[src/rtl/sbc_pkg.sv]
package sbc_pkg;

  // Operation chosen for the coming clock edge, in priority order.
  typedef enum logic [1:0] {
    MODE_HOLD  = 2'd0,
    MODE_CLEAR = 2'd1,
    MODE_LOAD  = 2'd2,
    MODE_COUNT = 2'd3
  } sbc_mode_e;

endpackage

[src/rtl/sbc_mode_decode.sv]
module sbc_mode_decode
  import sbc_pkg::*;
(
  input  logic      clr_n,
  input  logic      ld_n,
  input  logic      en_p,
  input  logic      en_t,
  output sbc_mode_e mode
);

  // Fixed priority: clear, then load, then count; anything else holds.
  always_comb begin
    if (!clr_n) begin
      mode = MODE_CLEAR;
    end else if (!ld_n) begin
      mode = MODE_LOAD;
    end else if (en_p && en_t) begin
      mode = MODE_COUNT;
    end else begin
      mode = MODE_HOLD;
    end
  end

endmodule

[src/rtl/sbc_next_state.sv]
module sbc_next_state
  import sbc_pkg::*;
#(
  parameter int W = 4
) (
  input  sbc_mode_e      mode,
  input  logic [W-1:0]   load_val,
  input  logic [W-1:0]   cur_val,
  output logic [W-1:0]   nxt_val,
  output logic           upd_en
);

  localparam logic [W-1:0] ONE = W'(1);

  always_comb begin
    nxt_val = cur_val;
    upd_en  = 1'b1;
    case (mode)
      MODE_CLEAR: nxt_val = '0;
      MODE_LOAD:  nxt_val = load_val;
      MODE_COUNT: nxt_val = cur_val + ONE;
      default:    upd_en  = 1'b0;
    endcase
  end

endmodule

[src/rtl/sbc_carry_gen.sv]
module sbc_carry_gen #(
  parameter int W = 4
) (
  input  logic [W-1:0] cur_val,
  input  logic         en_t,
  output logic         carry
);

  logic all_ones;

  assign all_ones = &cur_val;
  assign carry    = all_ones & en_t;

endmodule

[src/rtl/sync_bin_counter.sv]
module sync_bin_counter
  import sbc_pkg::*;
#(
  parameter int W = 4
) (
  input  logic         clk,
  input  logic         rst_n,
  input  logic         clr_n,
  input  logic         ld_n,
  input  logic         en_p,
  input  logic         en_t,
  input  logic [0:W-1] din,
  output logic [0:W-1] q,
  output logic         rco
);

  sbc_mode_e    mode;
  logic [W-1:0] load_val;
  logic [W-1:0] cnt_q;
  logic [W-1:0] cnt_d;
  logic         cnt_en;

  // Port index 0 is the MSB; packed assignment maps leftmost to leftmost.
  assign load_val = din;
  assign q        = cnt_q;

  sbc_mode_decode u_decode (
    .clr_n (clr_n),
    .ld_n  (ld_n),
    .en_p  (en_p),
    .en_t  (en_t),
    .mode  (mode)
  );

  sbc_next_state #(.W(W)) u_next (
    .mode     (mode),
    .load_val (load_val),
    .cur_val  (cnt_q),
    .nxt_val  (cnt_d),
    .upd_en   (cnt_en)
  );

  sbc_carry_gen #(.W(W)) u_carry (
    .cur_val (cnt_q),
    .en_t    (en_t),
    .carry   (rco)
  );

  always_ff @(posedge clk or negedge rst_n) begin
    if (!rst_n) begin
      cnt_q <= '0;
    end else if (cnt_en) begin
      cnt_q <= cnt_d;
    end
  end

endmodule

[config.mk]
export PLATFORM = sky130hd
export DESIGN_NAME = sync_bin_counter
export DESIGN_NICKNAME = d
export VERILOG_FILES = /design/src/rtl/sbc_pkg.sv /design/src/rtl/sbc_mode_decode.sv /design/src/rtl/sbc_next_state.sv /design/src/rtl/sbc_carry_gen.sv /design/src/rtl/sync_bin_counter.sv
export SDC_FILE = /design/constraint.sdc
export NUM_CORES = 1
export LEC_CHECK = 0
export ABC_CLOCK_PERIOD_IN_PS = 2050
export CAP_MARGIN = 5
export CELL_PAD_IN_SITES_DETAIL_PLACEMENT = 1
export CELL_PAD_IN_SITES_GLOBAL_PLACEMENT = 2
export CORE_MARGIN = 2
export CORE_UTILIZATION = 17
export DETAILED_ROUTE_END_ITERATION = 12
export PLACE_DENSITY_LB_ADDON = 0.12
export REMOVE_ABC_BUFFERS = 1
export SETUP_SLACK_MARGIN = 0.5
export SLEW_MARGIN = 20
export SYNTH_ARGS = -nofsm -noshare
export SYNTH_HDL_FRONTEND = slang
export SYNTH_SLANG_ARGS = --single-unit
[constraint.sdc]
create_clock -name clk -period 2.05 [get_ports clk]
set_input_delay 0.41 -clock clk [delete_from_list [all_inputs] [get_ports clk]]
set_output_delay 0.41 -clock clk [all_outputs]
set_load 0.01 [all_outputs]
# Word-level counts from Yosys, hierarchy flattened
# Index checks and enable logic that the tools add are counted.
# word_totals
reg_bits	4
output_inout_bits	5
elab_cells	16
# op_classes
add_sub_neg	1
eq_ne	3
mux	5
bitwise_logic	1
n_reduce_logical	5
# ops
cell	count
$pmux 4 s3	1
$mux 2	3
$add 4x1->4 const B	1
$eq 2x2->1 const B	2
$reduce_and 4->1	1
$reduce_bool 3->1	1
$reduce_or 3->1	1
$eq 2x1->1 const B	1
$reduce_and 2->1	1
$and 1x1->1	1
$logic_and 1x1->1	1
$mux 1	1

# Depth between registers and ports, before layout
# depth
ltp_word	8
mapped_depth	4

# By module
# A second synthesis with hierarchy kept.
# unflattened
cells_unflattened	36
hier_area_um2	336.6
# modules_own_cells
mod	n_inst	cells_per_inst	area_per_inst_um2	seq_area_each_um2
sbc_next_state	1	21	158.9	0.0
sync_bin_counter	1	8	145.1	100.1
sbc_mode_decode	1	4	20.0	0.0
sbc_carry_gen	1	3	12.5	0.0

# Least setup slack after synthesis
# Ideal clock, no wire load.
# synth_path
path_type	reg-to-output
start	register cnt_q[0] (netlist: q[3])
end	output port rco
arrival_ns	0.836
required_time_ns	1.640
slack_ns	0.804
path_stages_with_launch	3
path_buffers	0
cell_sequence	dfrtp_1 ha_1 and4_2
# synth_via
elab_chain_len	2
# synth_lines
item	line	text
start, declared	sync_bin_counter.sv:19	logic [W-1:0] cnt_q;
start signal, assigned	sync_bin_counter.sv:53	cnt_q <= cnt_d;
$reduce_and 4->1	sbc_carry_gen.sv:11	assign all_ones = &cur_val;
$and 1x1->1	sbc_carry_gen.sv:12	assign carry = all_ones & en_t;
end, declared	sync_bin_counter.sv:14	output logic rco
# No other way between the ends.

# Final worst setup path
# layout_path
start	register cnt_q[1] (netlist: q[2])
end	output port rco
# Same word-level chain as after synthesis.

==> metrics.txt <==
ports placed on the boundary 15; Max Slew Vio Count 0; Port-buffer cells 14; Die X 40.4 µm; final critical-path share of the clock period around three quarters; cell with the largest stage delay on the worst path dfrtp_1; worst-path cell chain ha_2, and4_4, buf_6; initial cell density of the core 17.8%; detail-routed net length per standard cell approximately 11 µm; maximum fanout encountered on the critical timing path 4; total placed cells including tap cells 54; kind of capture point of the worst setup path output pin; number of global-route vias before repair between 200 and 250; Via Count between 200 and 300; number of rows created at floorplan 13; Initial DRT Pass Iterations 2; Avg Inst Size Synth 9.38 µm²; starting DRC count in detailed routing 1; combined area of the multi-input logic cells 125 µm²; placed inst area 392 µm²; Routed Antenna Nets 0; routed wire length 626 µm; Die ar. ~1600 µm²; count of filler cells inserted in the layout 153; signal arrival time at the worst endpoint 1.10 ns; CTS Root Buffer Type clkbuf_4; vias per cell between 4 and 5; Total Nets Final 57; total gr overflow 0; endpoint required time on the critical path 1.64 ns; headroom to the max-slew limit 83.9%; hpwl dp between 400 and 500 µm; Static Leak 0.193 nW; synth-to-layout area growth 90.0%; antenna violations before repair 0; cell family with the largest share of critical-path delay flip-flops; CTS Buf Count 3; Final Hold Violating Endpoints 0; Fin Clk Skew 0.000183 ns; power per standard cell area 569 nW/µm²; result of the run complete, no violations; critical path class reg -> out; worst path buffer plus inverter count 1; unrepaired setup endpoints after global routing yes; number of flip-flops under the largest register name 4; Final GP Congestion 0.650; register area share after synthesis 44.4%; height of the die 40.4 µm; number of synthesis warnings 0; source-to-sink clock delay at the later pin of the worst-skew pair about 0.24 ns; netlist area before placement 225 µm²; clock input transition at the sequential cells of the worst setup and hold paths 0.04 ns; count of state elements after synthesis 4; peak per-stage delay on the critical path about 0.38 ns; fraction of layout instances using a drive strength above 1 22.7%; wire length of the first global-routing pass 945 µm; number of failing setup endpoints in the final timing report 0; time the final worst path needs with I/O delays and setup 1.51 ns; count of inserted antenna diode cells 0; count of mapped cells out of synthesis 24; clock net sink count 4; TritonCTS clock tree done; Worst IR Drop VDD 0.000203 V; Post-CTS Hold Buffers 0; transition time of the tightest slew-check pin 0.240 ns; htree depth 1; startpoint types flop; final instance area 428 µm²; All-Layer GR Usage ~9%; Synth cell types 15; type of the most critical hold path in -> async; core area ~1300 µm²; clock tree buffer depth 2; Final TNS setup 0 ns; number of cells in the finished layout apart from fillers 59; number of remaining DRC errors 0; number of max-cap violations 0; highest clock frequency the design can meet 661 MHz; largest net degree at the start of global routing 9; Reg area 100 µm²
## cell type report
class / instances / area share, %
Clock buffer: 3 / 5.26
Inverter: 1 / 0.877
Multi-Input combinational cell: 19 / 29.2
Sequential cell: 4 / 23.4
Tap cell: 15 / 4.39
Timing Repair Buffer: 17 / 36.8
## metrics by stage
stage | setup slack (ns) | total power [mW] | hold slack, ns | utilization, %
3_5_place_dp | 0.00855 | 0.146 | 0.596 | 30.9
5_1_grt | 0.494 | 0.261 | 0.392 | 33.7
6_report | 0.536 | 0.243 | 0.378 | 33.7
2_1_floorplan | 0.804 | 0.107 | 0.114 | -
4_1_cts | 0.496 | 0.244 | 0.381 | 32.3
3_3_place_gp | 0.0211 | 0.146 | 0.593 | 30.9
## layout by cell type (no fill, tap or decap)
| master | Yosys | layout |
|---|---|---|
| clkdlybuf4s50_1 | 0 | 8 |
| dlygate4sd2_1 | 0 | 5 |
| dfrtp_1 | 4 | 4 |
| nand3_1 | 3 | 3 |
| o21ai_0 | 3 | 3 |
| clkbuf_4 | 0 | 3 |
| buf_4 | 0 | 3 |
| nor2_1 | 2 | 2 |
| xor2_1 | 2 | 2 |
| and4_4 | 0 | 1 |
| nand2_2 | 1 | 1 |
| or3_1 | 1 | 1 |
| a31oi_1 | 1 | 1 |
| nand2_1 | 1 | 1 |
| inv_1 | 1 | 1 |
| a311oi_1 | 1 | 1 |
| a211oi_1 | 1 | 1 |
| a21oi_1 | 1 | 1 |
| ha_2 | 0 | 1 |
| buf_6 | 0 | 1 |
## layer usage
layer  vias up  GRT usage [%]  share of wire (%)
met5         -              0                  0
met4         0           7.50                2.6
met1       107           10.5                 39
li1        132              -                  -
met2        13           13.9                 47
met3         2           1.67                 12
## synthesized netlist by cell type
cell      n  area share (%)
dfrtp_1   4              44
nand3_1   3             6.7
o21ai_0   3             6.7
nor2_1    2             3.3
xor2_1    2             7.8
a211oi_1  1             3.3
a21oi_1   1             2.2
a311oi_1  1             3.9
a31oi_1   1             2.8
and4_2    1             4.4
ha_1      1             5.6
inv_1     1             1.7
nand2_1   1             1.7
nand2_2   1             2.8
or3_1     1             2.8
## report_power, final
part	switching [mW]	internal, mW
sequential	0.00555	0.0852
clock	0.0333	0.0656
combinational	0.0216	0.0321
## final timing paths
| path | startpoint | to | cells past startpoint | slack (ns) |
|---|---|---|---|---|
| max in group asynchronous | rst_n | q[1]$_DFFE_PN0P_ | 1 | 1.50 |
| setup / recovery | q[2]$_DFFE_PN0P_ | rco | 3 | 0.54 |
| hold reg to reg | q[0]$_DFFE_PN0P_ | q[0]$_DFFE_PN0P_ | 2 | 0.61 |
| setup reg to reg | q[2]$_DFFE_PN0P_ | q[2]$_DFFE_PN0P_ | 3 | 0.90 |
| hold / removal | rst_n | q[2]$_DFFE_PN0P_ | 1 | 0.38 |
| min in group clk | q[0]$_DFFE_PN0P_ | q[0]$_DFFE_PN0P_ | 2 | 0.61 |
## timing repair
action | in CTS | in global routing
setup buffers | 0 | 2
endpoints found under the setup margin | 5 | 1
gates resized for setup | 11 | 1
## kinds of logic after synthesis
| family | synth area share (%) |
|---|---|
| and+or+nand+nor | 21.7 |
| buffers and inverters | 1.67 |
| xor gates and xnor gates | 7.78 |
| AOI/OAI and AO/OA | 18.9 |
| DFF | 44.4 |
| adders and majority gates | 5.55 |
(Power assumes the default switching activity.)
